--- src/rtl/pci_par_pkg.sv ---
package pci_par_pkg;
  localparam logic [3:0] CMD_SPECIAL = 4'b0001;
  localparam int STS_DATA = 0;
  localparam int STS_SYS  = 1;
  localparam int STS_W    = 2;
endpackage

--- src/rtl/par_gen.sv ---
module par_gen #(
  parameter int AD_W  = 32,
  parameter int CBE_W = 4
) (
  input  logic             clk,
  input  logic             rst_n,
  input  logic [AD_W-1:0]  ad_out,
  input  logic [CBE_W-1:0] cbe_out,
  input  logic             ad_oe_n,
  output logic             par_out,
  output logic             par_oe_n
);
  localparam int PW = AD_W + CBE_W;

  logic [PW-1:0] cover_bits;
  logic          par_d, par_q;
  logic          oe_d, oe_q;

  always_comb begin
    cover_bits = {ad_out, cbe_out};
    par_d      = ^cover_bits;
    oe_d       = ad_oe_n;
  end

  always_ff @(posedge clk or negedge rst_n) begin
    if (!rst_n) begin
      par_q <= 1'b0;
      oe_q  <= 1'b1;
    end else begin
      par_q <= par_d;
      oe_q  <= oe_d;
    end
  end

  assign par_out  = par_q;
  assign par_oe_n = oe_q;

  assert_oe_follow_low_R2: assert property (@(posedge clk) disable iff (!rst_n)
    !ad_oe_n |=> !par_oe_n);
  assert_oe_follow_high_R2: assert property (@(posedge clk) disable iff (!rst_n)
    ad_oe_n |=> par_oe_n);
endmodule

--- src/rtl/par_chk.sv ---
module par_chk
  import pci_par_pkg::*;
#(
  parameter int AD_W  = 32,
  parameter int CBE_W = 4
) (
  input  logic             clk,
  input  logic             rst_n,
  input  logic [AD_W-1:0]  ad_in,
  input  logic [CBE_W-1:0] cbe_in,
  input  logic             par_in,
  input  logic             ad_oe_n,
  input  logic             addr_phase,
  input  logic             irdy_n,
  input  logic             trdy_n,
  output logic             perr_set,
  output logic             serr_set,
  output logic             perr_pulse,
  output logic             serr_pulse
);
  localparam int PW = AD_W + CBE_W;

  logic [PW-1:0]    seen_bits;
  logic             rx_par_d, rx_par_q;
  logic [CBE_W-1:0] cmd_d, cmd_q;
  logic             cmd_en;
  logic             cmd_special;
  logic             addr_chk_d, addr_chk_q;
  logic             data_chk_d, data_chk_q;
  logic             spec_d, spec_q;
  logic             mismatch;
  logic             perr_d, perr_q;
  logic             serr_d, serr_q;

  // next-state: capture phase and lines this cycle
  always_comb begin
    seen_bits   = {ad_in, cbe_in};
    rx_par_d    = ^seen_bits;
    cmd_en      = addr_phase;
    cmd_d       = cbe_in;
    cmd_special = (cmd_q == CBE_W'(CMD_SPECIAL));
    addr_chk_d  = addr_phase & ad_oe_n;
    data_chk_d  = ~addr_phase & ad_oe_n & ~irdy_n & (~trdy_n | cmd_special);
    spec_d      = cmd_special;
  end

  // compare previous cycle's lines with the parity arriving now
  always_comb begin
    mismatch = rx_par_q ^ par_in;
    perr_d   = mismatch & data_chk_q & ~spec_q;
    serr_d   = mismatch & (addr_chk_q | (data_chk_q & spec_q));
  end

  always_ff @(posedge clk or negedge rst_n) begin
    if (!rst_n) begin
      rx_par_q   <= 1'b0;
      addr_chk_q <= 1'b0;
      data_chk_q <= 1'b0;
      spec_q     <= 1'b0;
      perr_q     <= 1'b0;
      serr_q     <= 1'b0;
    end else begin
      rx_par_q   <= rx_par_d;
      addr_chk_q <= addr_chk_d;
      data_chk_q <= data_chk_d;
      spec_q     <= spec_d;
      perr_q     <= perr_d;
      serr_q     <= serr_d;
    end
  end

  always_ff @(posedge clk or negedge rst_n) begin
    if (!rst_n) begin
      cmd_q <= '0;
    end else if (cmd_en) begin
      cmd_q <= cmd_d;
    end
  end

  assign perr_set   = perr_d;
  assign serr_set   = serr_d;
  assign perr_pulse = perr_q;
  assign serr_pulse = serr_q;

  assert_perr_after_data_R4: assert property (@(posedge clk) disable iff (!rst_n)
    perr_q |-> $past(data_chk_q & ~spec_q));
  assert_serr_source_R3: assert property (@(posedge clk) disable iff (!rst_n)
    serr_q |-> $past(addr_chk_q | (data_chk_q & spec_q)));
  assert_split_reports_R5: assert property (@(posedge clk) disable iff (!rst_n)
    $onehot0({perr_q, serr_q}));
  assert_driven_unchecked_R6: assert property (@(posedge clk) disable iff (!rst_n)
    !ad_oe_n |=> !(data_chk_q | addr_chk_q));
endmodule

--- src/rtl/par_sticky.sv ---
module par_sticky #(
  parameter int N = 2
) (
  input  logic         clk,
  input  logic         rst_n,
  input  logic [N-1:0] set_i,
  input  logic [N-1:0] clr_i,
  output logic [N-1:0] sts_o
);
  for (genvar k = 0; k < N; k++) begin : g_bit
    logic bit_d, bit_q, bit_en;

    always_comb begin
      bit_en = set_i[k] | clr_i[k];
      bit_d  = set_i[k];
    end

    always_ff @(posedge clk or negedge rst_n) begin
      if (!rst_n) begin
        bit_q <= 1'b0;
      end else if (bit_en) begin
        bit_q <= bit_d;
      end
    end

    assign sts_o[k] = bit_q;

    assert_set_lands_R7: assert property (@(posedge clk) disable iff (!rst_n)
      set_i[k] |=> sts_o[k]);
    assert_hold_until_clear_R8: assert property (@(posedge clk) disable iff (!rst_n)
      (sts_o[k] && !clr_i[k]) |=> sts_o[k]);
    assert_clear_works_R8: assert property (@(posedge clk) disable iff (!rst_n)
      (clr_i[k] && !set_i[k]) |=> !sts_o[k]);
  end
endmodule

--- src/rtl/pci_parity_unit.sv ---
module pci_parity_unit
  import pci_par_pkg::*;
#(
  parameter int AD_W  = 32,
  parameter int CBE_W = 4
) (
  input  logic             clk,
  input  logic             rst_n,
  input  logic [AD_W-1:0]  ad_out,
  input  logic [CBE_W-1:0] cbe_out,
  input  logic             ad_oe_n,
  input  logic [AD_W-1:0]  ad_in,
  input  logic [CBE_W-1:0] cbe_in,
  input  logic             par_in,
  input  logic             addr_phase,
  input  logic             irdy_n,
  input  logic             trdy_n,
  input  logic [STS_W-1:0] sts_clr,
  output logic             par_out,
  output logic             par_oe_n,
  output logic             perr_out_n,
  output logic             perr_oe_n,
  output logic             serr_out_n,
  output logic             serr_oe_n,
  output logic [STS_W-1:0] sts
);
  logic rst_meta, rst_s;
  logic perr_set, serr_set, perr_pulse, serr_pulse;
  logic [STS_W-1:0] sts_set;

  // reset asserts at once, releases after two edges
  always_ff @(posedge clk or negedge rst_n) begin
    if (!rst_n) begin
      rst_meta <= 1'b0;
      rst_s    <= 1'b0;
    end else begin
      rst_meta <= 1'b1;
      rst_s    <= rst_meta;
    end
  end

  par_gen #(.AD_W(AD_W), .CBE_W(CBE_W)) u_gen (
    .clk      (clk),
    .rst_n    (rst_s),
    .ad_out   (ad_out),
    .cbe_out  (cbe_out),
    .ad_oe_n  (ad_oe_n),
    .par_out  (par_out),
    .par_oe_n (par_oe_n)
  );

  par_chk #(.AD_W(AD_W), .CBE_W(CBE_W)) u_chk (
    .clk        (clk),
    .rst_n      (rst_s),
    .ad_in      (ad_in),
    .cbe_in     (cbe_in),
    .par_in     (par_in),
    .ad_oe_n    (ad_oe_n),
    .addr_phase (addr_phase),
    .irdy_n     (irdy_n),
    .trdy_n     (trdy_n),
    .perr_set   (perr_set),
    .serr_set   (serr_set),
    .perr_pulse (perr_pulse),
    .serr_pulse (serr_pulse)
  );

  always_comb begin
    sts_set           = '0;
    sts_set[STS_DATA] = perr_set;
    sts_set[STS_SYS]  = serr_set;
  end

  par_sticky #(.N(STS_W)) u_sts (
    .clk   (clk),
    .rst_n (rst_s),
    .set_i (sts_set),
    .clr_i (sts_clr),
    .sts_o (sts)
  );

  assign perr_out_n = ~perr_pulse;
  assign perr_oe_n  = ~perr_pulse;
  assign serr_out_n = ~serr_pulse;
  assign serr_oe_n  = ~serr_pulse;

  assert_reset_quiet_R9: assert property (@(posedge clk)
    !rst_s |=> (!rst_s -> (par_oe_n && perr_out_n && serr_out_n && sts == '0)));
  assert_pulse_marks_status_R7: assert property (@(posedge clk) disable iff (!rst_s)
    !perr_out_n |-> sts[STS_DATA]);
endmodule

--- config.mk ---
export PLATFORM = sky130hd
export DESIGN_NAME = pci_parity_unit
export DESIGN_NICKNAME = d
export VERILOG_FILES = /design/src/rtl/pci_par_pkg.sv /design/src/rtl/par_gen.sv /design/src/rtl/par_chk.sv /design/src/rtl/par_sticky.sv /design/src/rtl/pci_parity_unit.sv
export SDC_FILE = /design/constraint.sdc
export NUM_CORES = 1
export LEC_CHECK = 0
export ABC_AREA = 1
export CAP_MARGIN = 20
export CORE_ASPECT_RATIO = 1.75
export CORE_MARGIN = 8
export CORE_UTILIZATION = 48
export CTS_CLUSTER_DIAMETER = 80
export DETAILED_ROUTE_END_ITERATION = 6
export PLACE_DENSITY_LB_ADDON = 0.1
export RECOVER_POWER = 50
export SETUP_SLACK_MARGIN = 0.3
export SLEW_MARGIN = 30
export SYNTH_ARGS = -nofsm -noshare
export SYNTH_HDL_FRONTEND = slang
export SYNTH_SLANG_ARGS = --single-unit
--- constraint.sdc ---
create_clock -name clk -period 1.6 [get_ports clk]
set_clock_uncertainty 0.15 [all_clocks]
set_input_delay 0.24 -clock clk [delete_from_list [all_inputs] [get_ports clk]]
set_output_delay 0.24 -clock clk [all_outputs]
set_load 0.03 [all_outputs]
# Word level (Yosys, flattened, before mapping)
# Cells that the tools add are included.
[word_totals] ff_bits=16 latchBits=0 ram_bits=0 romBits=0 out_inout_bits=8 wordCells=35 mem_count=0
[classes] addsub=0 mul=0 n_div=0 order_cmp=0 n_eq_ne=1 shifts=0 mux=0 bitwise_logic=19 n_reduce_logical=2
[ops] cell="36-bit XOR reduction" count=2
[ops] cell="1-bit bitwise AND" count=8
[ops] cell="1-bit inverter" count=6
[ops] cell="4-bit by 1-bit == test with 1-bit output, second input constant" count=1
[ops] cell="1-bit OR" count=4
[ops] cell="1-bit bitwise XOR" count=1

# Depth between registers and ports, before layout
# Gate-level depths: netlist of run 1.
[depth] depth_word=4 mapped_depth=13

# By module
# A second synthesis of run 1 with hierarchy kept.
[hier_totals] cells_unflattened=374 hier_area_um2=2024.4
[modules_own_cells] mod="par_chk" n_inst=1 cells_per_inst=183 area_each_um2=1037.2 seq_area_each_um2=250.2
[modules_own_cells] mod="par_gen" n_inst=1 cells_per_inst=172 area_each_um2=815.8 seq_area_each_um2=51.3
[modules_own_cells] mod="par_sticky" n_inst=1 cells_per_inst=12 area_each_um2=95.1 seq_area_each_um2=50.0
[modules_own_cells] mod="pci_parity_unit" n_inst=1 cells_per_inst=7 area_each_um2=76.3 seq_area_each_um2=50.0

# Worst setup path after synthesis of run 1
# OpenSTA, ideal clock, no wires.
[synth_timing] path_type="in2reg" startpoint="input ad_in[20]" endpoint="register u_chk.rx_par_q" setup_ps=118 t_arrival_ps=952 required_time_ps=1332 slack_ps=380 path_stages=13 path_buffers=0 cell_sequence="inv_1 nand2_1 nand2_1 inv_1 nand2_1 nand2_1 nand2_1 nand2_1 nand2_1 nand2_1 nand2_1 nand3_1 nand2_1"
[synth_via] elab_chain_len=1
[synth_rtl] element="start: declaration" line_no="pci_parity_unit.sv:12" rtl="input logic [AD_W-1:0] ad_in,"
[synth_rtl] element="36-bit XOR reduction" line_no="par_chk.sv:38" rtl="rx_par_d = ^seen_bits;"
[synth_rtl] element="net u_chk.rx_par_d" line_no="par_chk.sv:24" rtl="logic rx_par_d, rx_par_q;"
[synth_rtl] element="end signal: assignment" line_no="par_chk.sv:63" rtl="rx_par_q <= rx_par_d;"
[synth_rtl] element="end: declaration" line_no="par_chk.sv:24"
# The timed path passes the listed nets, and every way through them passes these cells.
# A chain may end at the register's enable or synchronous reset.

# Worst setup path in the final report of run 1
[layout_timing] startpoint="register u_gen.oe_q, in the netlist u_gen.par_oe_n" endpoint="output par_oe_n"
[layout_rtl] element="start: declaration" line_no="par_gen.sv:17" rtl="logic oe_d, oe_q;"
[layout_rtl] element="start signal: assignment" line_no="par_gen.sv:28" rtl="oe_q <= 1'b1;"
[layout_rtl] element="start signal: assignment" line_no="par_gen.sv:31" rtl="oe_q <= oe_d;"
[layout_rtl] element="end: declaration" line_no="pci_parity_unit.sv:20" rtl="output logic par_oe_n,"
# No word-level cell between the ends.

==> results of run 1 <==
power by group:
group | switching, uW | internal (uW) | total (uW)
Combinational | 548 | 362 | 911
Clock | 134 | 218 | 352
Sequential | 23.5 | 448 | 472
Total | 706 | 1030 | 1730
what timing repair did:
item                                    4_1_cts  5_1_grt
hold buffers                                  0        0
endpoints found under the setup margin       10        4
gates resized for setup                     175      179
pin swaps                                    56       75
per-layer routing:
metal | vias up | track usage [%] | wire (um) | part of all wire [%]
met5 | - | 0 | 0 | 0
met4 | 0 | 2.946 | 35 | 0.58
met3 | 4 | 2.818 | 376 | 6.2
met2 | 59 | 29.67 | 3439 | 57
met1 | 1241 | 16.44 | 2211 | 36
li1 | 1572 | - | - | -
placed cells by master, fill, tap and decap left out, types with 3 or more instances in the layout:
cell             count
inv_1               57
nand2_2             69
xor2_1               6
clkbuf_8             4
dlymetal6s2s_1       5
nand3_1              4
o21ai_0              3
inv_2               20
buf_4                4
dfrtp_1             15
nor2_1               7
nand2_1            270
nor2_2               6
buf_2               15
xnor2_2              5
clkbuf_2            55
clkdlybuf4s50_1      7
flip-flops by register name (all words and copies together) (netlist names):
signal and count:
u_chk.cmd_q 4, u_gen.par_oe_n 1, u_chk.serr_pulse 1, u_gen.par_out 1
u_chk.data_chk_q 1, u_sts.g_bit.bit_q 2, u_chk.spec_q 1, u_chk.rx_par_q 1
rst_meta 1, u_chk.addr_chk_q 1, u_chk.perr_pulse 1, rst_s 1
path summary, 6_finish.rpt:
path	end	cells past startpoint
worst max-delay path	par_oe_n	1
worst min-delay path	u_chk.spec_q	0
worst max register to register	u_sts.g_bit[0].bit_q	3
worst min register to register	u_chk.spec_q	0
max in group asynchronous	u_gen.par_oe_n	0
min in group clk	u_chk.cmd_q[2]	3
per-stage QoR:
step	power (uW)	instances	utilization [%]	hold slack [ns]
5_1_grt	1892	624	68.40	0.07088
3_3_place_gp	1353	620	69.40	0.08854
6_report	1735	624	68.40	0.07472
4_1_cts	1700	624	70.56	0.001972
2_1_floorplan	1021	482	-	-0.2056
3_5_place_dp	1383	620	69.40	0.09848
logic make-up after synthesis:
kind of cell	synth area share, %
AOI/OAI and AO/OA	1.650
xor gates and xnor gates	5.391
buffers and inverters	14.19
DFF	17.66
muxes	0.4950
other	0.1649
and+or+nand+nor	60.45
final cells by class:
type,instances,area [um^2]
repair buffers,91,561.8
clock buffers,4,55.05
flip-flops and latches,16,401.6
fillers,442,1461
well taps,52,65.06
multi-input cells,384,1790
inverters,77,289.0
==> run summary, run 1 <==
Via-to-Cell Ratio: 4.609
Rel. slew slack: 62.58%
maximum root-to-sink buffer count: 2
Worst Path Arrival: 0.89 ns
fin area: 3163 um^2
count of final hold-check violations: 0
Peak Freq: 781.9 MHz
initial antenna violation count: 0
most common library cells after synthesis: nand2_1, inv_1, dfrtp_1
setup bufs post-CTS: 0
max incr delay on CP: 0.52 ns
area growth from synthesis to layout: 39.05%
final setup fails: 0
Yosys top cell by area: nand2_1
Std-Cell Rows: 33
crit path time final: 1.279 ns
Yosys warnings: 0
Post-Syn Area per Cell: 4.719 um^2
Clock Pin Slew Worst Setup and Hold Paths: 0.07 ns
core area: 4624 um^2
largest net degree at the start of global routing: 15
Mapped Area: 2275 um^2
RSZ-0062 raised after global routing: true
Chip Height: 107.1 um
post-synth top area share: 55.78%
Yosys reg bits: 16
pwr/cell area: 548.5 nW/um^2
Worst Tran Pin Value: 0.5612 ns
Final ANT Viol Nets: 0
CP cell instances: buf_6
Worst Path Buf+Inv: 1
total track usage: 15.47%
Unique masters post-synth: 18
pre-CTS setup slack: -0.2652 ns
Detailed Route WL: 6062 um
Mapped Cells: 482
Layout Nets: 654
Async SR Flop Fraction: 100.0%
Die ar.: 7285 um^2
CTS tree: built
vias in the first global route: 2617
cell family with most CP delay: flip-flops
crit path launch type: flop
CP max-delay cell: dfstp_2
VDD IR max: 0.5738 mV
layout cells sized above 1: 32.17%
Initial Utilization: 49.19%
first-pass GRT wire length: 9680 um
drc violations: 0
Net Count, Synth: 563
I/O Buffers: 88
via count: 2876
final setup TNS: 0 ns
sequential area share after synthesis: 17.66%
DRT iter0 DRCs: 54
dpl hpwl: 4897 um
crit path capture type: output pin
CP Max Fanout: 1
Inserted Clock Buffers: 3
Post-synth EDFFs: 0
CTS Sinks: 16
result of the run: completed
diode count: 0
wire length per cell: 9.715 um
Final Max Slew Viols: 0
final worst-path cycle share: 79.94%
worst hold path class: reg -> async
Worst Path Required: 1.21 ns
Skew-Pair Late Insertion Delay: 0.25 ns
IO Pins: 89
Max Cap Viol: 0
Cell Area, Placed: 3209 um^2
r2r startpoint: u_chk.rx_par_q
cell with the most instances after synthesis: nand2_1
CTS root buf: clkbuf_8
total gr overflow: 0
RD Place Congestion: 0.7769
top_reg_cell synth: dfrtp_1
Crit Path Class: reg -> out
worst setup path start: u_gen.par_oe_n
P_leak: 0.002125 uW
Synth area leaders: nand2_1, dfrtp_1, inv_1
Pre-Repair DR Iteration Count: 4
flop-to-flop setup slack: 0.60 ns
CTS H-tree lvls: 1
worst setup margin: 0.3210 ns
die width: 68.04 um
(Power assumes the default switching activity.)
==> run 2, diff against run 1 <==
--- a/config.mk
+++ b/config.mk
@@ -9,7 +9,7 @@
 export CAP_MARGIN = 20
 export CORE_ASPECT_RATIO = 1.75
 export CORE_MARGIN = 8
-export CORE_UTILIZATION = 48
+export CORE_UTILIZATION = 45
 export CTS_CLUSTER_DIAMETER = 80
 export DETAILED_ROUTE_END_ITERATION = 6
 export PLACE_DENSITY_LB_ADDON = 0.1
==> constraint.sdc (replaced) <==
create_clock -name clk -period 1.2 [get_ports clk]
set_clock_uncertainty 0.15 [all_clocks]
set_input_delay 0.18 -clock clk [delete_from_list [all_inputs] [get_ports clk]]
set_output_delay 0.18 -clock clk [all_outputs]
set_load 0.03 [all_outputs]
==> run 2 against run 1 <==
The flow now finishes with violations (hold timing, setup timing). Via count is 1.9% higher. Worst hold slack lost 0.19 ns. Global-route usage shrank 1.1 points. Critical endpoint unchanged. Total power rose by 42%. Die area increased by 5.4%. Flip-flop and latch count stayed put. Combinational power increased by 50%. Largest cell class unchanged. Sequential share of layout area shrank 1.0 points.
==> run summary, run 2 (same netlist as run 1, synthesis figures left out) <==
combinational power share: 55.4%
first-pass GRT wire length: 9742 um
final setup TNS: -0.02372 ns
Layout Nets: 657
Crit Path Class: reg -> out
register share of total power: 25.6%
diode count: 0
Clk pwr share: 19.0%
die width: 69.75 um
largest registers: u_chk.cmd_q (4), u_sts.g_bit.bit_q (2)
Worst Path Buf+Inv: 1
drc violations: 0
CP cell instances: buf_6
Detailed Route WL: 6150 um
Chip Height: 110.1 um
final setup fails: 1
Final ANT Viol Nets: 0
Die ar.: 7675 um^2
Worst Tran Pin Value: 0.6368 ns
maximum root-to-sink buffer count: 2
internal cell power: 1482 uW
Via-to-Cell Ratio: 4.661
Util after Layout: 69.85%
Largest Register: u_chk.cmd_q
Inserted Clock Buffers: 3
CTS root buf: clkbuf_8
crit path time final: 1.224 ns
via count: 2932
switch share: 40.05%
Clock Pin Slew Worst Setup and Hold Paths: 0.06 ns
crit path capture type: output pin
P_leak: 0.002182 uW
layout cells sized above 1: 37.39%
CTS tree: built
VDD IR max: 0.8551 mV
wl on met1: 2288 um
number of fill cells: 492
CTS H-tree lvls: 1
wire length per cell: 9.777 um
DRT iter0 DRCs: 46
most common cell after layout, fill and taps aside: nand2_1
commonest non-fill, non-tap cells in the layout: nand2_1, nand2_2, inv_2, inv_1, clkbuf_2
RSZ-0062 raised after global routing: true
area growth from synthesis to layout: 51.54%
vias in the first global route: 2648
dpl hpwl: 4938 um
Met2 Wirelength: 3554 um
CP Max Fanout: 1
worst hold path class: reg -> async
I/O Buffers: 88
max incr delay on CP: 0.53 ns
Worst Path Arrival: 0.89 ns
core area: 4935 um^2
pwr/cell area: 717.1 nW/um^2
Max Cap Viol: 0
Final Max Slew Viols: 0
count of final hold-check violations: 2
Skew-Pair Late Insertion Delay: 0.25 ns
RD Place Congestion: 0.7954
Pre-Repair DR Iteration Count: 4
Top Metal Used: met4
initial antenna violation count: 0
max reg flops: 4
worst setup margin: -0.02372 ns
pre-CTS setup slack: -0.6638 ns
Worst Path Required: 0.87 ns
CTS Sinks: 16
Hold WS: -0.1126 ns
switching power: 989.9 uW
largest net degree at the start of global routing: 13
cell family with most CP delay: flip-flops
met3 wire len: 247 um
IO Pins: 89
result of the run: finished with violations
crit path launch type: flop
CP max-delay cell: dfstp_2
total track usage: 14.41%
final worst-path cycle share: 102.0%
total gr overflow: 0
Peak Freq: 817.2 MHz
Std-Cell Rows: 34
Initial Utilization: 46.10%
Rel. slew slack: 57.55%
failing checks: hold timing, setup timing
==> run 2: changes by cell type in the layout (fill, tap and decap cells not counted), sizes merged <==
cell and change:
dlygate4sd2 +7, buf +29, dlymetal6s2s -4, clkbuf -26, clkdlybuf4s50 -3
==> run 2: power by group through the flow <==
| stage | sequential [uW] | combinational (uW) | clock (uW) |
|---|---|---|---|
| 6_report | 632 | 1370 | 470 |
| 5_1_grt | 636 | 1540 | 495 |
| 2_1_floorplan | 660 | 742 | 0 |
| 4_1_cts | 630 | 1230 | 473 |
| 3_3_place_gp | 633 | 1210 | 0 |
| 3_5_place_dp | 636 | 1250 | 0 |
==> run 2: per-layer routing <==
layer / vias up / GRT usage, %
li1: 1580 / -
met1: 1282 / 13.80
met2: 66 / 29.85
met3: 4 / 2.688
met4: 0 / 4.473
met5: - / 0
==> run 2: area by class of cell <==
type | instances | area (um^2) | area share, %
clock buffer | 4 | 55.05 | 1.597
inverter | 77 | 301.5 | 8.748
multi-input combinational | 384 | 1884 | 54.66
sequential | 16 | 401.6 | 11.65
tap | 54 | 67.56 | 1.960
timing repair buffer | 94 | 737.0 | 21.38
==> run 2: worst paths after layout <==
kind | start | endpoint | slack, ns | cells after the start
max in group asynchronous | rst_s | u_chk.addr_chk_q | 0.23 | 1
max reg2reg | u_chk.rx_par_q | u_sts.g_bit[0].bit_q | 0.16 | 3
min in group clk | cbe_in[2] | u_chk.cmd_q[2] | 0.03 | 3
min reg2reg | rst_s | u_sts.g_bit[0].bit_q | -0.11 | 0
max | u_gen.par_oe_n | par_oe_n | -0.02 | 1
min | rst_s | u_sts.g_bit[0].bit_q | -0.11 | 0
==> run 2: through the flow <==
| stage | cell area [um^2] | total power [uW] | cells |
|---|---|---|---|
| 2_1_floorplan | 2392 | 1402 | 482 |
| 3_3_place_gp | 3292 | 1841 | 622 |
| 3_5_place_dp | 3292 | 1882 | 622 |
| 4_1_cts | 3306 | 2338 | 627 |
| 6_report | 3447 | 2472 | 629 |
| 5_1_grt | 3447 | 2669 | 629 |
==> run 2: worst reg2reg max path, delay by kind of cell (launching register included) <==
kind / cells / cell delay (ns)
AND/OR/NAND/NOR: 1 / 0.10
XOR/XNOR: 1 / 0.20
AO/OA/AOI/OAI: 1 / 0.13
flip-flops: 1 / 0.39
==> run 2: what timing repair did <==
action	in CTS	in global routing
buffers inserted	1	2
pin swaps	93	95
endpoints found under the hold margin	4	4
resized for setup	252	135
setup endpoints to repair	20	17
